**config.mk**
```make
export PLATFORM = sky130hd
export DESIGN_NAME = xor_resp_compactor
export DESIGN_NICKNAME = d
export VERILOG_FILES = /design/src/rtl/comp_pkg.sv /design/src/rtl/mask_shreg.sv /design/src/rtl/chain_gate.sv /design/src/rtl/xor_group.sv /design/src/rtl/out_reg.sv /design/src/rtl/xor_resp_compactor.sv
export SDC_FILE = /design/constraint.sdc
export NUM_CORES = 1
export LEC_CHECK = 0
export BUFFER_PORTS_ARGS = -buffer_cell sky130_fd_sc_hd__buf_4
export CAP_MARGIN = 30
export CELL_PAD_IN_SITES_DETAIL_PLACEMENT = 1
export CELL_PAD_IN_SITES_GLOBAL_PLACEMENT = 2
export CORE_ASPECT_RATIO = 1.5
export CORE_UTILIZATION = 34
export CTS_CLUSTER_SIZE = 24
export DETAILED_ROUTE_END_ITERATION = 8
export PLACE_DENSITY = 0.8
export SLEW_MARGIN = 20
export SYNTH_ARGS = -nofsm -noshare
export SYNTH_HDL_FRONTEND = slang
export SYNTH_HIERARCHICAL = 1
export SYNTH_SLANG_ARGS = --single-unit
```
**constraint.sdc**
```tcl
create_clock -name clk -period 1.87 [get_ports clk]
set_input_delay 0.374 -clock clk [delete_from_list [all_inputs] [get_ports clk]]
set_output_delay 0.374 -clock clk [all_outputs]
set_load 0.005 [all_outputs]
```
**src/rtl/comp_pkg.sv**
```systemverilog
package comp_pkg;

  // Number of chains i in [0, n_chain) with i % n_out == g.
  function automatic int group_size(input int n_chain, input int n_out, input int g);
    return (n_chain - g + n_out - 1) / n_out;
  endfunction

endpackage

```
**src/rtl/mask_shreg.sv**
```systemverilog
module mask_shreg #(
  parameter int N_CHAIN = 120
) (
  input  logic               clk,
  input  logic               rst,
  input  logic               load_en,
  input  logic               sdi,
  output logic [N_CHAIN-1:0] mask_q
);

  always_ff @(posedge clk) begin
    if (rst) begin
      mask_q <= '0;
    end else if (load_en) begin
      mask_q <= {sdi, mask_q[N_CHAIN-1:1]};
    end
  end

  AST_MASK_CLEAR: assert property (@(posedge clk) disable iff (rst)
    $past(rst) |-> (mask_q == '0));

  AST_MASK_HOLD: assert property (@(posedge clk) disable iff (rst)
    (!$past(rst) && !$past(load_en)) |-> $stable(mask_q));

  AST_MASK_SHIFT_IN: assert property (@(posedge clk) disable iff (rst)
    (!$past(rst) && $past(load_en)) |-> (mask_q[N_CHAIN-1] == $past(sdi)));

endmodule

```
**src/rtl/chain_gate.sv**
```systemverilog
module chain_gate #(
  parameter int N_CHAIN = 120
) (
  input  logic [N_CHAIN-1:0] chain_in,
  input  logic [N_CHAIN-1:0] mask,
  output logic [N_CHAIN-1:0] gated
);

  // A masked chain is forced to 0 so it is neutral in the XOR.
  for (genvar i = 0; i < N_CHAIN; i++) begin : g_gate
    assign gated[i] = mask[i] ? 1'b0 : chain_in[i];
  end

endmodule

```
**src/rtl/xor_group.sv**
```systemverilog
module xor_group #(
  parameter int N_CHAIN = 120,
  parameter int N_OUT   = 4,
  parameter int G       = 0
) (
  input  logic [N_CHAIN-1:0] gated,
  output logic               parity
);

  localparam int GS = comp_pkg::group_size(N_CHAIN, N_OUT, G);

  logic [GS-1:0] members;

  for (genvar k = 0; k < GS; k++) begin : g_pick
    assign members[k] = gated[G + k * N_OUT];
  end

  assign parity = ^members;

endmodule

```
**src/rtl/out_reg.sv**
```systemverilog
module out_reg #(
  parameter int W = 4
) (
  input  logic         clk,
  input  logic         rst,
  input  logic [W-1:0] d,
  output logic [W-1:0] q
);

  always_ff @(posedge clk) begin
    if (rst) q <= '0;
    else     q <= d;
  end

  AST_OUT_RESET_ZERO: assert property (@(posedge clk) disable iff (rst)
    $past(rst) |-> (q == '0));

endmodule

```
**src/rtl/xor_resp_compactor.sv**
```systemverilog
module xor_resp_compactor #(
  parameter int N_CHAIN = 120,
  parameter int N_OUT   = 4,
  parameter bit OUT_REG = 1'b1
) (
  input  logic               clk,
  input  logic               rst,
  input  logic [N_CHAIN-1:0] chain_in,
  input  logic               mask_load_en,
  input  logic               mask_sdi,
  output logic [N_OUT-1:0]   scan_out
);

  logic [N_CHAIN-1:0] mask_q;
  logic [N_CHAIN-1:0] gated;
  logic [N_OUT-1:0]   grp_par;
  logic [N_OUT-1:0]   grp_all_masked;

  mask_shreg #(.N_CHAIN(N_CHAIN)) u_mask (
    .clk     (clk),
    .rst     (rst),
    .load_en (mask_load_en),
    .sdi     (mask_sdi),
    .mask_q  (mask_q)
  );

  chain_gate #(.N_CHAIN(N_CHAIN)) u_gate (
    .chain_in (chain_in),
    .mask     (mask_q),
    .gated    (gated)
  );

  for (genvar g = 0; g < N_OUT; g++) begin : g_grp
    xor_group #(.N_CHAIN(N_CHAIN), .N_OUT(N_OUT), .G(g)) u_xor (
      .gated  (gated),
      .parity (grp_par[g])
    );
  end

  if (OUT_REG) begin : g_reg
    out_reg #(.W(N_OUT)) u_oreg (
      .clk (clk),
      .rst (rst),
      .d   (grp_par),
      .q   (scan_out)
    );
  end else begin : g_comb
    assign scan_out = grp_par;
  end

  // Guard: a fully masked group must yield a zero parity bit.
  always_comb begin
    grp_all_masked = '1;
    for (int i = 0; i < N_CHAIN; i++) begin
      if (!mask_q[i]) grp_all_masked[i % N_OUT] = 1'b0;
    end
  end

  for (genvar g = 0; g < N_OUT; g++) begin : g_chk
    AST_MASKED_GROUP_ZERO: assert property (@(posedge clk) disable iff (rst)
      grp_all_masked[g] |-> (grp_par[g] == 1'b0));
  end

endmodule

```
==> flow_summary.ini, run 1 <==
[power]
power.density_mw_per_mm2 = 837
peakVddDrop_v = 0.000571
leakage_nw = 4.42
combPwrFrac = 0.217
switching_share = 0.230
p_sw_mw = 1.76
p_seq_frac = 0.353
power.internal_mw = 5.90
clock_power_share = 0.430

[timing]
rsz0062_at_grt = yes
hold_slack_ns = 0.216
setup_viol = 0
layout_setup_ws_ns = 0.0494
finalCriticalPeriod_ns = 1.82
hold_violations = 0
relSlewSlack = 0.600
fmax_mhz = 549
period_share = 0.974
tightest_slew_ns = 0.600
drv_slew = 0
finalSetupTns_ns = 0
fin_skew_ns = 0.00968

[logic_synthesis]
synth_compound_area_frac = 0
yosysTopAreaCellShare = 0.344
muxShareOfSynthArea = 0.167
yosysWarningCount = 6
synth_edf_count = 0
yosysSeqAreaShare = 0.344
synth_top_family_by_area = simple AND/OR/NAND/NOR gates
synthXorXnorAreaFrac = 0.153
synth_top_area_cell = dfxtp_1
synth_fa_ha_area_frac = 0
synth_area_leaders = dfxtp_1 34%, nor2b_4 23%, mux2i_1 17%
synth-simple-area-share = 0.295
synthCells = 619
syn_area_sq_mm = 0.00721
yosysUniqueCellTypes = 13
synthFlopType = dfxtp_1
syn_avg_cell_area_sq_um = 11.6
async_reset_ff_frac = 0
synth.most_common_cell = dfxtp_1
netlist_top_cells_count = 124 x dfxtp_1, 120 x mux2i_1, 120 x nor2_1, 120 x nor2b_4, 80 x xnor2_1
ys_ff_latch = 124
synth_nets = 743

[cts]
h-tree-depth = 4
cts_tree = built
clockBufferDepth = 2
cts_root_buffer = clkbuf_16
clkSinkCount = 124
hold_buffers = 0
clock_latency_ns = 0.41
clkTransAtPathRegs_ns = 0.06
numCtsBuffers = 17

[floorplan]
num_rows = 64
initial_core_util = 0.350
die_h_um = 180
num_io_pins = 128
die_x_um = 121
coreArea_sq_mm = 0.0206
die_area_sq_mm = 0.0218

[grt]
grt_pass1_vias = 5022
antenna_found_initial = 0
grtUsageTotal = 0.156
globalRouteOverflowTotal = 0
grt_pass1_wl_um = 25600
grt_max_degree = 125

[critical_path]
path_max_fanout = 3
cp-start-kind = flop
crit_arrival_ns = 2.09
crit_required_ns = 2.14
reg2regPathDepth = 7
worstSetupPathType = flop to flop
crit_path_end_kind = flop

[placed_design]
hpwl_um = 12400
placedInstanceArea_sq_mm = 0.00842
io_buffers = 127
dp_slack_ns = -0.174
routabilityCongestion = 0.775

[layout]
drive_above_1_share = 0.450
multi_input_area_sq_mm = 0.00452
regArea_sq_mm = 0.00252
num_antenna_cells = 0
final_cell_area_sq_mm = 0.00915
syn_to_final_growth_pct = 27.0
fillers = 2197
fin_util = 0.445
nets = 885

[route]
drtIter0Drc = 159
viasPerCell = 4.39
drc = 0
first_pass_iters = 4
vias = 4553
ant_nets = 0
totalWireLength_um = 16400
wl_per_cell_um = 15.8

[status]
status = completed

[run]
timing.max_cap.violations = 0

[min_path]
hold_depth = 3
hp-class = input port to flop
==> cell families after synthesis <==
kind of cell,count (synthesis)
XOR/XNOR,104
flip-flops,124
buffers and inverters,27
multiplexers,120
AND/OR/NAND/NOR,244
==> layout by cell type, fill, tap and decap left out, types with 4 or more instances in the layout <==
cell type / instances
buf_4: 145
nor2b_4: 120
mux2i_1: 120
nor2_1: 120
dfxtp_1: 92
xnor2_1: 70
dfxtp_2: 31
clkbuf_16: 17
xnor2_2: 14
xnor3_1: 12
xor2_1: 6
clkinv_2: 5
nor2b_1: 4
buf_12: 4
==> power by group through the flow <==
stage | logic (mW) | registers, mW | clock network (mW)
floorplan | 1.14 | 2.76 | 0
global placement | 1.64 | 2.76 | 0
detailed placement | 1.67 | 2.77 | 0
CTS | 1.67 | 2.71 | 3.38
global route | 1.78 | 2.71 | 3.49
finish | 1.66 | 2.71 | 3.29
==> cell type report <==
type / instances / area share
Sequential cell: 124 / 0.276
Clock buffer: 20 / 0.0488
Multi-Input combinational cell: 468 / 0.494
Timing Repair Buffer: 150 / 0.129
Clock inverter: 12 / 0.0160
Tap cell: 264 / 0.0361
==> stage by stage <==
step           total power [mW]  std cells
2_1_floorplan              3.89        619
3_3_place_gp               4.40       1005
3_5_place_dp               4.43       1005
4_1_cts                    7.76       1037
5_1_grt                    7.98       1038
6_report                   7.66       1038
==> per-layer routing <==
layer / vias to the layer above / wire [um] / part of all wire / global-route usage
met3: 15 / 715 / 0.044 / 0.0392
met5: - / 0 / 0 / 0
met2: 92 / 9390 / 0.57 / 0.304
met1: 2174 / 6020 / 0.37 / 0.153
met4: 0 / 277 / 0.017 / 0.0578
li1: 2272 / - / - / -
==> flip-flops by register name, indices dropped and copies added, names as in the netlist <==
| signal | flops |
|---|---|
| g_reg.u_oreg/q | 4 |
| u_mask/mask_q | 120 |
==> worst max-delay path: stages (launching register included) <==
cell     delay (ns)
dfxtp_1        0.41
nor2b_4        0.06
xnor2_1        0.23
xnor2_1        0.17
xnor2_1        0.17
buf_4          0.15
xnor3_1        0.35
nor2b_1        0.14
==> timing repair <==
item / in CTS / in global routing
resized for setup: 7 / 38
pin swaps: 0 / 12
setup endpoints to repair: 3 / 4
buffers inserted: 0 / 1
==> worst paths after layout <==
path | start | end | slack, ns
worst max-delay path | u_mask/mask_q[77] | g_reg.u_oreg/q[1] | 0.05
worst min-delay path | mask_sdi | u_mask/mask_q[119] | 0.22
worst max register to register | u_mask/mask_q[77] | g_reg.u_oreg/q[1] | 0.05
worst min register to register | u_mask/mask_q[28] | u_mask/mask_q[27] | 0.54
No activity file was read; power rests on OpenSTA's default activity.
==> run 2, diff against run 1 <==
==> constraint.sdc (replaced) <==
create_clock -name clk -period 1.87 [get_ports clk]
set_input_delay 0.187 -clock clk [delete_from_list [all_inputs] [get_ports clk]]
set_output_delay 0.187 -clock clk [all_outputs]
set_load 0.005 [all_outputs]
==> flow_summary.ini, run 2 (synthesized netlist as in run 1, its figures left out) <==
[placed_design]
placedInstanceArea_sq_mm = 0.00845
io_buffers = 127
hpwl_um = 13100
routabilityCongestion = 0.799

[route]
drc = 0
viasPerCell = 4.38
wl_per_cell_um = 16.3
drtIter0Drc = 126
ant_nets = 0
totalWireLength_um = 17000
vias = 4567
first_pass_iters = 4

[cts]
clkSinkCount = 124
cts_root_buffer = clkbuf_16
clock_latency_ns = 0.41
clkTransAtPathRegs_ns = 0.06
cts_tree = built
hold_buffers = 0
clockBufferDepth = 2
numCtsBuffers = 17
h-tree-depth = 4

[critical_path]
worstSetupPathType = flop to flop
cp-start-kind = flop
path_max_fanout = 2
crit_path_end_kind = flop
reg2reg_to = g_reg.u_oreg/q[3]
crit_required_ns = 2.18
r2r_start = u_mask/mask_q[63]
reg2regPathDepth = 6
crit_top_cell = xnor3_1
crit_arrival_ns = 2.12
cp_cell_sequence = nor2b_4 -> xnor2_2 -> xnor3_1 -> xnor3_1 -> xnor3_1 -> nor2b_1
r2r_setup_slack_ns = 0.05
cp_slowest_cell = xnor3_1
path_delay_family = XOR/XNOR gates
max_stage_delay_ns = 0.40
path_buf_inv = 0

[grt]
antenna_found_initial = 0
grt_pass1_vias = 5218
grt_max_degree = 52
globalRouteOverflowTotal = 0
grt_pass1_wl_um = 26800
grtUsageTotal = 0.162

[layout]
top_register = u_mask/mask_q
num_antenna_cells = 0
drive_above_1_share = 0.427
syn_to_final_growth_pct = 26.9
fin_util = 0.445
largest_reg_flops = 120
fillers = 2232
layout_common_cells = 149 x buf_4, 120 x nor2b_4, 120 x mux2i_1, 120 x nor2_1, 109 x dfxtp_1
top_regs = u_mask/mask_q x120, g_reg.u_oreg/q x4
final_cell_area_sq_mm = 0.00915
regArea_sq_mm = 0.00250
final_common_cell = buf_4
multi_input_area_sq_mm = 0.00449
nets = 889

[timing]
drv_slew = 0
hold_slack_ns = 0.0225
setup_viol = 0
fmax_mhz = 550
relSlewSlack = 0.659
rsz0062_at_grt = yes
finalCriticalPeriod_ns = 1.82
fin_skew_ns = 0.00707
tightest_slew_ns = 0.512
hold_violations = 0
period_share = 0.973

[floorplan]
num_rows = 64
coreArea_sq_mm = 0.0206
die_area_sq_mm = 0.0218
initial_core_util = 0.350
die_h_um = 180
num_io_pins = 128
die_x_um = 121

[min_path]
worst_hold_path.endpoint = u_mask/mask_q[119]
hp-class = input port to flop
hold_depth = 3
min_from = mask_sdi

[power]
leakage_nw = 4.43
power_mw = 7.73
power.density_mw_per_mm2 = 845
peakVddDrop_v = 0.000528

[status]
status = completed

[run]
timing.max_cap.violations = 0
run 2: cell types whose count changed in the layout (fill, tap and decap cells not counted), sizes merged:
cell / before / now
clkbuf: 20 / 21
clkinv: 6 / 5
buf: 150 / 154
run 2: cell type report:
class	count	area share
clock inverter	11	0.0155
tap	264	0.0361
timing repair buffer	154	0.132
multi-input combinational	468	0.491
sequential	124	0.274
clock buffer	21	0.0514
run 2: worst register-to-register path, stage by stage (launching register included):
cell	delay, ns
dfxtp_2	0.33
nor2b_4	0.13
xnor2_2	0.13
xnor3_1	0.40
xnor3_1	0.38
xnor3_1	0.20
nor2b_1	0.14
run 2: worst max path at each step:
stage	slack [ns]	start	to	cells after the start
2_1_floorplan	0.14	u_mask/mask_q[60]	g_reg.u_oreg/q[0]	6
3_3_place_gp	-0.07	u_mask/mask_q[60]	g_reg.u_oreg/q[0]	6
3_5_place_dp	-0.13	u_mask/mask_q[60]	g_reg.u_oreg/q[0]	6
4_1_cts	-0.03	u_mask/mask_q[60]	g_reg.u_oreg/q[0]	6
5_1_grt	-0.04	u_mask/mask_q[59]	g_reg.u_oreg/q[3]	6
6_report	0.05	u_mask/mask_q[63]	g_reg.u_oreg/q[3]	6
run 2: repair_timing:
action | 4_1_cts | 5_1_grt
resized for setup | 14 | 10
setup endpoints to repair | 4 | 4
buffers inserted | 0 | 1
pin swaps | 4 | 4
gates cloned | 0 | 0
run 2: metal layers:
metal	vias up	global-route usage	share of wire
met3	19	0.0386	0.041
met5	-	0	0
li1	2287	-	-
met1	2174	0.159	0.37
met4	0	0.0553	0.016
met2	87	0.321	0.58
run 2: metrics by stage:
| step | cells | TNS, ns | setup slack, ns |
|---|---|---|---|
| floorplan | 619 | 0 | 0.140 |
| detailed placement | 1009 | -0.241 | -0.126 |
| finish | 1042 | 0 | 0.0512 |
| global placement | 1009 | -0.0738 | -0.0738 |
| global route | 1042 | -0.0628 | -0.0371 |
| CTS | 1041 | -0.0345 | -0.0294 |
run 2: report_power, final:
part           leakage [nW]  switching, mW  internal [mW]  total (mW)
clock network         0.295           1.18           2.19        3.38
registers              1.01         0.0195           2.68        2.70
logic                  3.12          0.570           1.08        1.65
total                  4.43           1.77           5.96        7.73
==> run 3, diff against run 2 <==
--- a/config.mk
+++ b/config.mk
@@ -11,6 +11,7 @@
 export CELL_PAD_IN_SITES_GLOBAL_PLACEMENT = 2
 export CORE_ASPECT_RATIO = 1.5
 export CORE_UTILIZATION = 34
+export CTS_BUF_LIST = sky130_fd_sc_hd__clkbuf_16
 export CTS_CLUSTER_SIZE = 24
 export DETAILED_ROUTE_END_ITERATION = 8
 export PLACE_DENSITY = 0.8
==> flow_summary.ini, run 3 (synthesized netlist as in run 1, its figures left out) <==
[status]
status = completed

[timing]
finalCriticalPeriod_ns = 1.82
drv_slew = 0
layout_setup_ws_ns = 0.0455
rsz0062_at_grt = yes
setup_viol = 0
fmax_mhz = 548
tightest_slew_ns = 0.521
hold_violations = 0
fin_skew_ns = 0.00740
period_share = 0.976
relSlewSlack = 0.653

[route]
wl_per_cell_um = 16.3
totalWireLength_um = 17000
first_pass_iters = 4
vias = 4563
ant_nets = 0
drtIter0Drc = 106
drc = 0
viasPerCell = 4.38

[floorplan]
die_area_sq_mm = 0.0218
die_x_um = 121
die_h_um = 180
initial_core_util = 0.350
num_io_pins = 128
coreArea_sq_mm = 0.0206
num_rows = 64

[placed_design]
dp_slack_ns = -0.126
hpwl_um = 13100
routabilityCongestion = 0.799
io_buffers = 127
placed_cells = 1009

[critical_path]
reg2reg_to = g_reg.u_oreg/q[3]
cp-start-kind = flop
cp_slowest_cell = xnor3_1
crit_cells = 6
worstSetupPathType = flop to flop
cp_cell_sequence = nor2b_4 -> xnor2_2 -> xnor3_1 -> xnor3_1 -> xnor3_1 -> nor2b_1
path_max_fanout = 2
startpoint = u_mask/mask_q[63]
r2r_start = u_mask/mask_q[63]
crit_top_cell = xnor3_1
max_stage_delay_ns = 0.40
reg2regPathDepth = 6
r2r_setup_slack_ns = 0.05
path_buf_inv = 0
endpoint = g_reg.u_oreg/q[3]
path_delay_family = XOR/XNOR gates
crit_arrival_ns = 2.13
crit_path_end_kind = flop
crit_required_ns = 2.17

[grt]
grt_pass1_wl_um = 26700
globalRouteOverflowTotal = 0
antenna_found_initial = 0
grt_max_degree = 52
grt_pass1_vias = 5212
grtUsageTotal = 0.162

[layout]
top_regs = u_mask/mask_q x120, g_reg.u_oreg/q x4
final_common_cell = buf_4
fin_cells = 1042
syn_to_final_growth_pct = 26.5
num_antenna_cells = 0
drive_above_1_share = 0.424
fin_util = 0.443
layout_common_cells = 149 x buf_4, 120 x nor2b_4, 120 x mux2i_1, 120 x nor2_1, 108 x dfxtp_1
largest_reg_flops = 120
nets = 889
top_register = u_mask/mask_q

[power]
leakage_nw = 4.41
power.density_mw_per_mm2 = 833
power_mw = 7.60
peakVddDrop_v = 0.000525

[cts]
h-tree-depth = 4
numCtsBuffers = 17
cts_tree = built
clkTransAtPathRegs_ns = 0.06
clockBufferDepth = 2
clkSinkCount = 124
cts_root_buffer = clkbuf_16
clock_latency_ns = 0.41
hold_buffers = 0

[run]
timing.max_cap.violations = 0

[min_path]
hp-class = input port to flop
-- run 3: cell types whose count changed in the layout (fill, tap and decap cells not counted) --
cell and delta:
clkbuf_8 -3, clkinv_1 +3, clkbuf_1 -1, dfxtp_1 -1
dfxtp_2 +1, inv_1 +1
-- run 3: worst min-delay path by stage --
stage / from / endpoint / slack [ns] / cells past startpoint
after detailed placement: mask_sdi / u_mask/mask_q[119] / 0.45 / 3
final: mask_sdi / u_mask/mask_q[119] / 0.02 / 3
after floorplan: rst / g_reg.u_oreg/q[0] / 0.26 / 1
after CTS: mask_sdi / u_mask/mask_q[119] / 0.009 / 3
after global routing: mask_sdi / u_mask/mask_q[119] / 0.05 / 3
after global placement: mask_sdi / u_mask/mask_q[119] / 0.42 / 3
-- run 3: worst register-to-register path, delay by kind of cell, from the launching register on --
kind | cells | cell delay, ns
and+or+nand+nor | 2 | 0.27
xor gates and xnor gates | 4 | 1.11
DFF | 1 | 0.33
-- run 3: what timing repair did --
action	4_1_cts	5_1_grt
endpoints found under the hold margin	0	0
pin swaps	4	4
setup buffers	0	1
endpoints found under the setup margin	4	4
gates resized for setup	14	11
-- run 3: cell type report --
class	count	area (sq um)
Clock inverter	15	156
Timing Repair Buffer	154	1210
Tap cell	264	330
Multi-Input combinational cell	468	4490
Sequential cell	124	2500
Clock buffer	17	425
Fill cell	2233	11500
-- run 3: metrics by stage --
stage / hold WS [ns] / instance area, sq um / TNS (ns)
2_1_floorplan: 0.259 / 7210 / 0
3_3_place_gp: 0.424 / 8450 / -0.0738
3_5_place_dp: 0.449 / 8450 / -0.241
4_1_cts: 0.00918 / 9070 / -0.0358
5_1_grt: 0.0546 / 9120 / -0.0622
6_report: 0.0239 / 9120 / 0
-- run 3: metal layers --
metal / share of wire / wire length, um / global-route usage / vias to the layer above
met2: 0.58 / 9770 / 0.318 / 89
li1: - / - / - / 2287
met1: 0.36 / 6160 / 0.159 / 2167
met5: 0 / 0 / 0 / -
met3: 0.044 / 741 / 0.0389 / 20
met4: 0.018 / 310 / 0.0598 / 0
-- run 3: where the power goes --
part           total, mW  switching (mW)  internal, mW
logic               1.65           0.572          1.08
clock network       3.24            1.18          2.06
registers           2.70          0.0197          2.68
